File: config.mk
export PLATFORM = sky130hd
export DESIGN_NAME = rx_status_flags
export DESIGN_NICKNAME = d
export VERILOG_FILES = /design/src/rtl/rxf_pkg.sv /design/src/rtl/rxf_load_gate.sv /design/src/rtl/rxf_clear_seq.sv /design/src/rtl/rxf_flag_regs.sv /design/src/rtl/rx_status_flags.sv
export SDC_FILE = /design/constraint.sdc
export NUM_CORES = 1
export LEC_CHECK = 0
export CORE_AREA = 2 2 39 41
export CTS_CLUSTER_DIAMETER = 50
export DETAILED_ROUTE_END_ITERATION = 12
export DIE_AREA = 0 0 41 43
export PLACE_DENSITY = 0.57
export SLEW_MARGIN = 20
export SYNTH_ARGS = -nofsm -noshare
export SYNTH_HDL_FRONTEND = slang
export SYNTH_SLANG_ARGS = --single-unit
File: constraint.sdc
create_clock -name clk -period 1.6 [get_ports clk]
set_clock_uncertainty 0.15 [all_clocks]
set_input_delay 0.16 -clock clk [delete_from_list [all_inputs] [get_ports clk]]
set_output_delay 0.16 -clock clk [all_outputs]
set_load 0.01 [all_outputs]
File: src/rtl/rxf_pkg.sv
package rxf_pkg;

    typedef enum logic [1:0] {
        MODE_SYNC8       = 2'd0,
        MODE_ASYNC_NOPAR = 2'd1,
        MODE_ASYNC_PAR   = 2'd2,
        MODE_MDROP       = 2'd3
    } rx_mode_e;

    typedef struct packed {
        logic par_bad;
        logic stop_miss;
        logic bit8;
    } frame_info_t;

    typedef struct packed {
        logic pe;
        logic fe;
        logic ovr;
        logic rdf;
        logic bit8;
    } flags_t;

    function automatic logic mode_has_parity(rx_mode_e m);
        return m == MODE_ASYNC_PAR;
    endfunction

    function automatic logic mode_is_async(rx_mode_e m);
        return m != MODE_SYNC8;
    endfunction

    function automatic logic mode_keeps_bit8(rx_mode_e m);
        return m == MODE_MDROP;
    endfunction

    function automatic logic any_error(flags_t f);
        return f.pe | f.fe | f.ovr;
    endfunction

endpackage

File: src/rtl/rxf_load_gate.sv
module rxf_load_gate
    import rxf_pkg::*;
(
    input  logic   clk,
    input  logic   any_rst,
    input  logic   word_done,
    input  flags_t cur,
    output logic   load_en,
    output logic   ovr_evt
);

    logic blocked;

    always_comb begin
        blocked = cur.rdf | cur.fe;
        load_en = word_done & ~blocked;
        ovr_evt = word_done & blocked;
    end

    // A pending framing error keeps the gate shut
    p_fe_blocks_r5: assert property (@(posedge clk) disable iff (any_rst)
        cur.fe |-> !load_en);

    p_load_excl_r6: assert property (@(posedge clk) disable iff (any_rst)
        !(load_en && ovr_evt));

endmodule

File: src/rtl/rxf_clear_seq.sv
module rxf_clear_seq (
    input  logic clk,
    input  logic any_rst,
    input  logic rd_status,
    input  logic rd_data,
    input  logic ctl_wr,
    input  logic err_present,
    output logic clr_err
);

    logic armed_q;
    logic armed_d;

    always_comb begin
        clr_err = rd_data & armed_q & ~ctl_wr & ~any_rst;
        armed_d = armed_q;
        if (clr_err) begin
            armed_d = 1'b0;
        end else if (rd_status && err_present) begin
            armed_d = 1'b1;
        end
        if (ctl_wr) begin
            armed_d = 1'b0;
        end
    end

    always_ff @(posedge clk) begin
        if (any_rst) begin
            armed_q <= 1'b0;
        end else begin
            armed_q <= armed_d;
        end
    end

    p_arm_r7: assert property (@(posedge clk) disable iff (any_rst)
        (rd_status && err_present && !ctl_wr && !(rd_data && armed_q)) |=> armed_q);

    p_wr_disarms_r8: assert property (@(posedge clk) disable iff (any_rst)
        ctl_wr |=> !armed_q);

endmodule

File: src/rtl/rxf_flag_regs.sv
module rxf_flag_regs
    import rxf_pkg::*;
(
    input  logic        clk,
    input  logic        any_rst,
    input  rx_mode_e    mode,
    input  logic        load_en,
    input  logic        ovr_evt,
    input  frame_info_t info,
    input  logic        clr_err,
    input  logic        rd_data,
    output flags_t      flags
);

    flags_t q;
    flags_t d;

    always_comb begin
        d = q;
        if (rd_data) begin
            d.rdf = 1'b0;
        end
        if (clr_err) begin
            d.pe  = 1'b0;
            d.fe  = 1'b0;
            d.ovr = 1'b0;
        end
        if (load_en) begin
            d.rdf = 1'b1;
            d.pe  = mode_has_parity(mode) & info.par_bad;
            d.fe  = mode_is_async(mode) & info.stop_miss;
            if (mode_keeps_bit8(mode)) begin
                d.bit8 = info.bit8;
            end
        end
        if (ovr_evt) begin
            d.ovr = 1'b1;
        end
        if (!mode_has_parity(mode)) begin
            d.pe = 1'b0;
        end
        if (!mode_is_async(mode)) begin
            d.fe = 1'b0;
        end
    end

    always_ff @(posedge clk) begin
        if (any_rst) begin
            q <= '0;
        end else begin
            q <= d;
        end
    end

    assign flags = q;

    p_fe_with_rdf_r4: assert property (@(posedge clk) disable iff (any_rst)
        $rose(q.fe) |-> $rose(q.rdf));

    p_ovr_set_r6: assert property (@(posedge clk) disable iff (any_rst)
        ovr_evt |=> q.ovr);

    p_bit8_hold_r9: assert property (@(posedge clk) disable iff (any_rst)
        !load_en |=> $stable(q.bit8));

    p_rdf_empty_r10: assert property (@(posedge clk) disable iff (any_rst)
        (rd_data && !load_en) |=> !q.rdf);

endmodule

File: src/rtl/rx_status_flags.sv
module rx_status_flags
    import rxf_pkg::*;
#(
    parameter int N_EXTRA = 3
) (
    input  logic               clk,
    input  logic               rst,
    input  logic [N_EXTRA-1:0] extra_rst,
    input  logic [1:0]         mode,
    input  logic               word_done,
    input  logic               par_bad,
    input  logic               stop_miss,
    input  logic               bit8_in,
    input  logic               rd_status,
    input  logic               rd_data,
    input  logic               ctl_wr,
    output logic               par_err,
    output logic               frm_err,
    output logic               ovr_err,
    output logic               rdf,
    output logic               rx_bit8,
    output logic               load_en
);

    logic        any_rst;
    rx_mode_e    mode_e;
    frame_info_t info;
    flags_t      flags;
    logic        ovr_evt;
    logic        clr_err;

    always_comb begin
        any_rst = rst | (|extra_rst);
        mode_e  = rx_mode_e'(mode);
        info    = '{par_bad: par_bad, stop_miss: stop_miss, bit8: bit8_in};
    end

    rxf_load_gate u_gate (
        .clk       (clk),
        .any_rst   (any_rst),
        .word_done (word_done),
        .cur       (flags),
        .load_en   (load_en),
        .ovr_evt   (ovr_evt)
    );

    rxf_clear_seq u_clr (
        .clk         (clk),
        .any_rst     (any_rst),
        .rd_status   (rd_status),
        .rd_data     (rd_data),
        .ctl_wr      (ctl_wr),
        .err_present (any_error(flags)),
        .clr_err     (clr_err)
    );

    rxf_flag_regs u_regs (
        .clk     (clk),
        .any_rst (any_rst),
        .mode    (mode_e),
        .load_en (load_en),
        .ovr_evt (ovr_evt),
        .info    (info),
        .clr_err (clr_err),
        .rd_data (rd_data),
        .flags   (flags)
    );

    assign par_err = flags.pe;
    assign frm_err = flags.fe;
    assign ovr_err = flags.ovr;
    assign rdf     = flags.rdf;
    assign rx_bit8 = flags.bit8;

    p_reset_r1: assert property (@(posedge clk)
        any_rst |=> (!par_err && !frm_err && !ovr_err && !rdf && !rx_bit8));

endmodule

==> metrics.md <==
| Metric | Value |
|---|---|
| Post-DRT Antenna Nets | 0 |
| Crit Path Max Fanout | 4 |
| Row Count | 14 |
| Max_slew headroom | 84.2% |
| Total non-filler cell area in the finished layout | 532 um2 |
| TNS Setup | 0 ns |
| H-tree lvl count | 1 |
| Unrepaired setup endpoints after global routing | no |
| Overall routed net length | 666 um |
| Number of enable flip-flop cells after synthesis | 0 |
| Number of antenna violations at the first check in global routing | 0 |
| Cell with the most instances after synthesis | sky130_fd_sc_hd__dfxtp_1 |
| Wire per inst | approximately 9.3 um |
| Number of placed I/O pins | 20 |
| DPL Wire Length | just under 600 um |
| Register cell area after layout | between 100 and 150 um2 |
| Library cell with the largest summed area after synthesis | sky130_fd_sc_hd__dfxtp_1 |
| Fraction of post-synthesis cell area in the top cell type by area | 44.2% |
| Final core area utilization | 38.4% |
| Area delta synth->final | 95.9% |
| Area of the multi-input gates | between 100 and 150 um2 |
| Number of fill cells | 154 |
| Weighted congestion at the end of routability-driven global placement | 0.694 |
| Share of the cycle needed by the critical path after routing | around 96% |
| Warning count from the yosys run | 0 |
| Vias after detailed routing | roughly 320 |
| Avg Synthesized Cell Area | around 9.1 um2 |
| Number of iterations in the first detailed-routing pass | 3 |
| Setup CP Type | flop to output pin |
| Pin slew with the least headroom to its limit | roughly 0.24 ns |
| Number of antenna cells inserted | 0 |
| Via count of the first global-routing pass | 289 |
| Standby leakage power | 0.194 nW |
| Core area | approximately 1400 um2 |
| Kind of capture point of the worst setup path | output pin |
| Required time at the endpoint of the critical path | 1.29 ns |
| Fmax | 0.654 GHz |
| Number of DRC violations after detailed routing | 0 |
| Worst-case vdd ir drop | 0.337 mV |
| Top cells by area in the synthesized netlist | sky130_fd_sc_hd__dfxtp_1 (44%), sky130_fd_sc_hd__a21oi_1 (5.5%), sky130_fd_sc_hd__a2111oi_2 (5.5%) |
| Top FF cell, synth | sky130_fd_sc_hd__dfxtp_1 |
| TritonCTS clock tree | done |
| Final hold slack | 0.315 ns |
| Synthesized cell area | 272 um2 |
| Clock Sink Count | 6 |
| PD cells | 651 nW/um2 |
| Max-Cap Viols | 0 |
| Mapped Cells | 30 |
| Quantity of I/O buffers inserted on ports | 19 |
| Via-to-Cell Ratio | 4.50 |
| Critical path arrival | 1.22 ns |
| Inserted Clock Buffers | 3 |
| Synthesized Nets | 44 |
| Fin. Hold Viols | 0 |
| Horizontal die dimension | around 41 um |
| Global-route wire length before repair | 1.11 mm |
| Y dimension of the die | approximately 43 um |
| Overall power consumption | 0.000346 W |
| Distinct cells, synth | 20 |
| Share of layout cells above drive strength 1 | 25.0% |
| DRC violation total after the first TritonRoute iteration | 7 |
| Hold WC Path Type | flop to flop |
| Minimum clock period | 1.53 ns |
| Placed cell areas | 514 um2 |
| Max clock buf depth | 2 |
| Crit start category | flop |
| Largest net degree at the start of global routing | 7 |
| Number of buffers inserted by post-CTS setup repair | 0 |
| Insertion delay of the later-clocked pin in the worst-skew pair | between 0.2 and 0.25 ns |
| Final max-slew violation count | 0 |
| Sequential area share after synthesis | about 44% |
| Overall die area | 1760 um2 |
| Final setup fails | 0 |
| All-Layer GR Usage | 9.74% |
| Global-route congestion overflow total | 0 |
| Run status | finished, final reports clean |
| Initial standard-cell utilization of the core | 19.6% |
| Cell at the root of the clock tree | sky130_fd_sc_hd__clkbuf_4 |
| Commonest cells in the netlist | sky130_fd_sc_hd__dfxtp_1 (6), sky130_fd_sc_hd__a21oi_1 (3), sky130_fd_sc_hd__nand2_1 (2), sky130_fd_sc_hd__nor3_1 (2), sky130_fd_sc_hd__o21ai_0 (2) |
| # nets final | 72 |
| #FFs+latches synth | 6 |
| Clock slew seen by the registers of the worst setup and hold paths | approximately 0.040 ns |
| Async set-or-reset flop fraction in the synthesized netlist | 0% |
## where the power goes
group          internal [W]  total (W)  switching, W
Clock             0.0000846   0.000135     0.0000505
Sequential         0.000151   0.000151   0.000000447
Combinational     0.0000415  0.0000595     0.0000180
Total              0.000277   0.000346     0.0000690
## logic make-up (layout without fill, tap and decap cells)
logic type | Yosys count | count (layout) | share of synthesized area [%]
muxes | 1 | 1 | 4.15
and+or+nand+nor | 12 | 12 | 26.3
DFF | 6 | 6 | 44.2
buffers and inverters | 3 | 29 | 5.06
AOI/OAI and AO/OA | 8 | 8 | 20.3
## sequential cells by signal (all words and copies together), names as in the netlist
| name | cells |
|---|---|
| u_regs.flags | 5 |
| u_clr.armed_q | 1 |
## per-stage QoR
step           std cells  setup WS (ns)
3_3_place_gp          69         -0.318
2_1_floorplan         30          0.176
6_report              72         0.0717
4_1_cts               72         0.0533
5_1_grt               72        0.00606
3_5_place_dp          69         -0.311
## layout by cell type, fill, tap and decap left out, types with 2 or more instances in the layout
cell and n:
sky130_fd_sc_hd__clkdlybuf4s50_1 18, sky130_fd_sc_hd__dfxtp_1 6, sky130_fd_sc_hd__buf_4 5, sky130_fd_sc_hd__a21oi_1 3
sky130_fd_sc_hd__clkbuf_4 3, sky130_fd_sc_hd__nor3_1 2, sky130_fd_sc_hd__nand2_1 2, sky130_fd_sc_hd__o21ai_0 2
## area by class of cell
type	count	share of cell area, %
clock buffers	3	4.24
inverters	2	1.65
multi-input cells	21	25.9
flip-flops and latches	6	22.6
well taps	16	3.76
repair buffers	24	41.9
## what timing repair did
| item | 4_1_cts | 5_1_grt |
|---|---|---|
| setup endpoints to repair | 1 | 0 |
| hold buffers | 0 | 0 |
| resized for setup | 4 | 0 |
## critical path, stage by stage, from the launching register on
cell and delay [ns]:
sky130_fd_sc_hd__dfxtp_1 0.33, sky130_fd_sc_hd__buf_4 0.13, sky130_fd_sc_hd__clkdlybuf4s50_1 0.53
## final timing paths
path	start	end	slack, ns	cells past startpoint
hold reg to reg	u_regs.flags[2]	u_regs.flags[2]	0.31	2
setup / recovery	u_regs.flags[3]	frm_err	0.07	2
hold / removal	u_regs.flags[2]	u_regs.flags[2]	0.31	2
setup reg to reg	u_regs.flags[3]	u_regs.flags[4]	0.16	5
## layer usage
metal / global-route usage, % / part of all wire (%) / vias up / wire length [um]
met2: 13.8 / 45 / 17 / 298
met1: 11.3 / 42 / 141 / 278
met3: 4.71 / 12 / 2 / 77
li1: - / - / 164 / -
met4: 6.00 / 1.7 / 0 / 11
met5: 0 / 0 / - / 0
(Power assumes the default switching activity.)
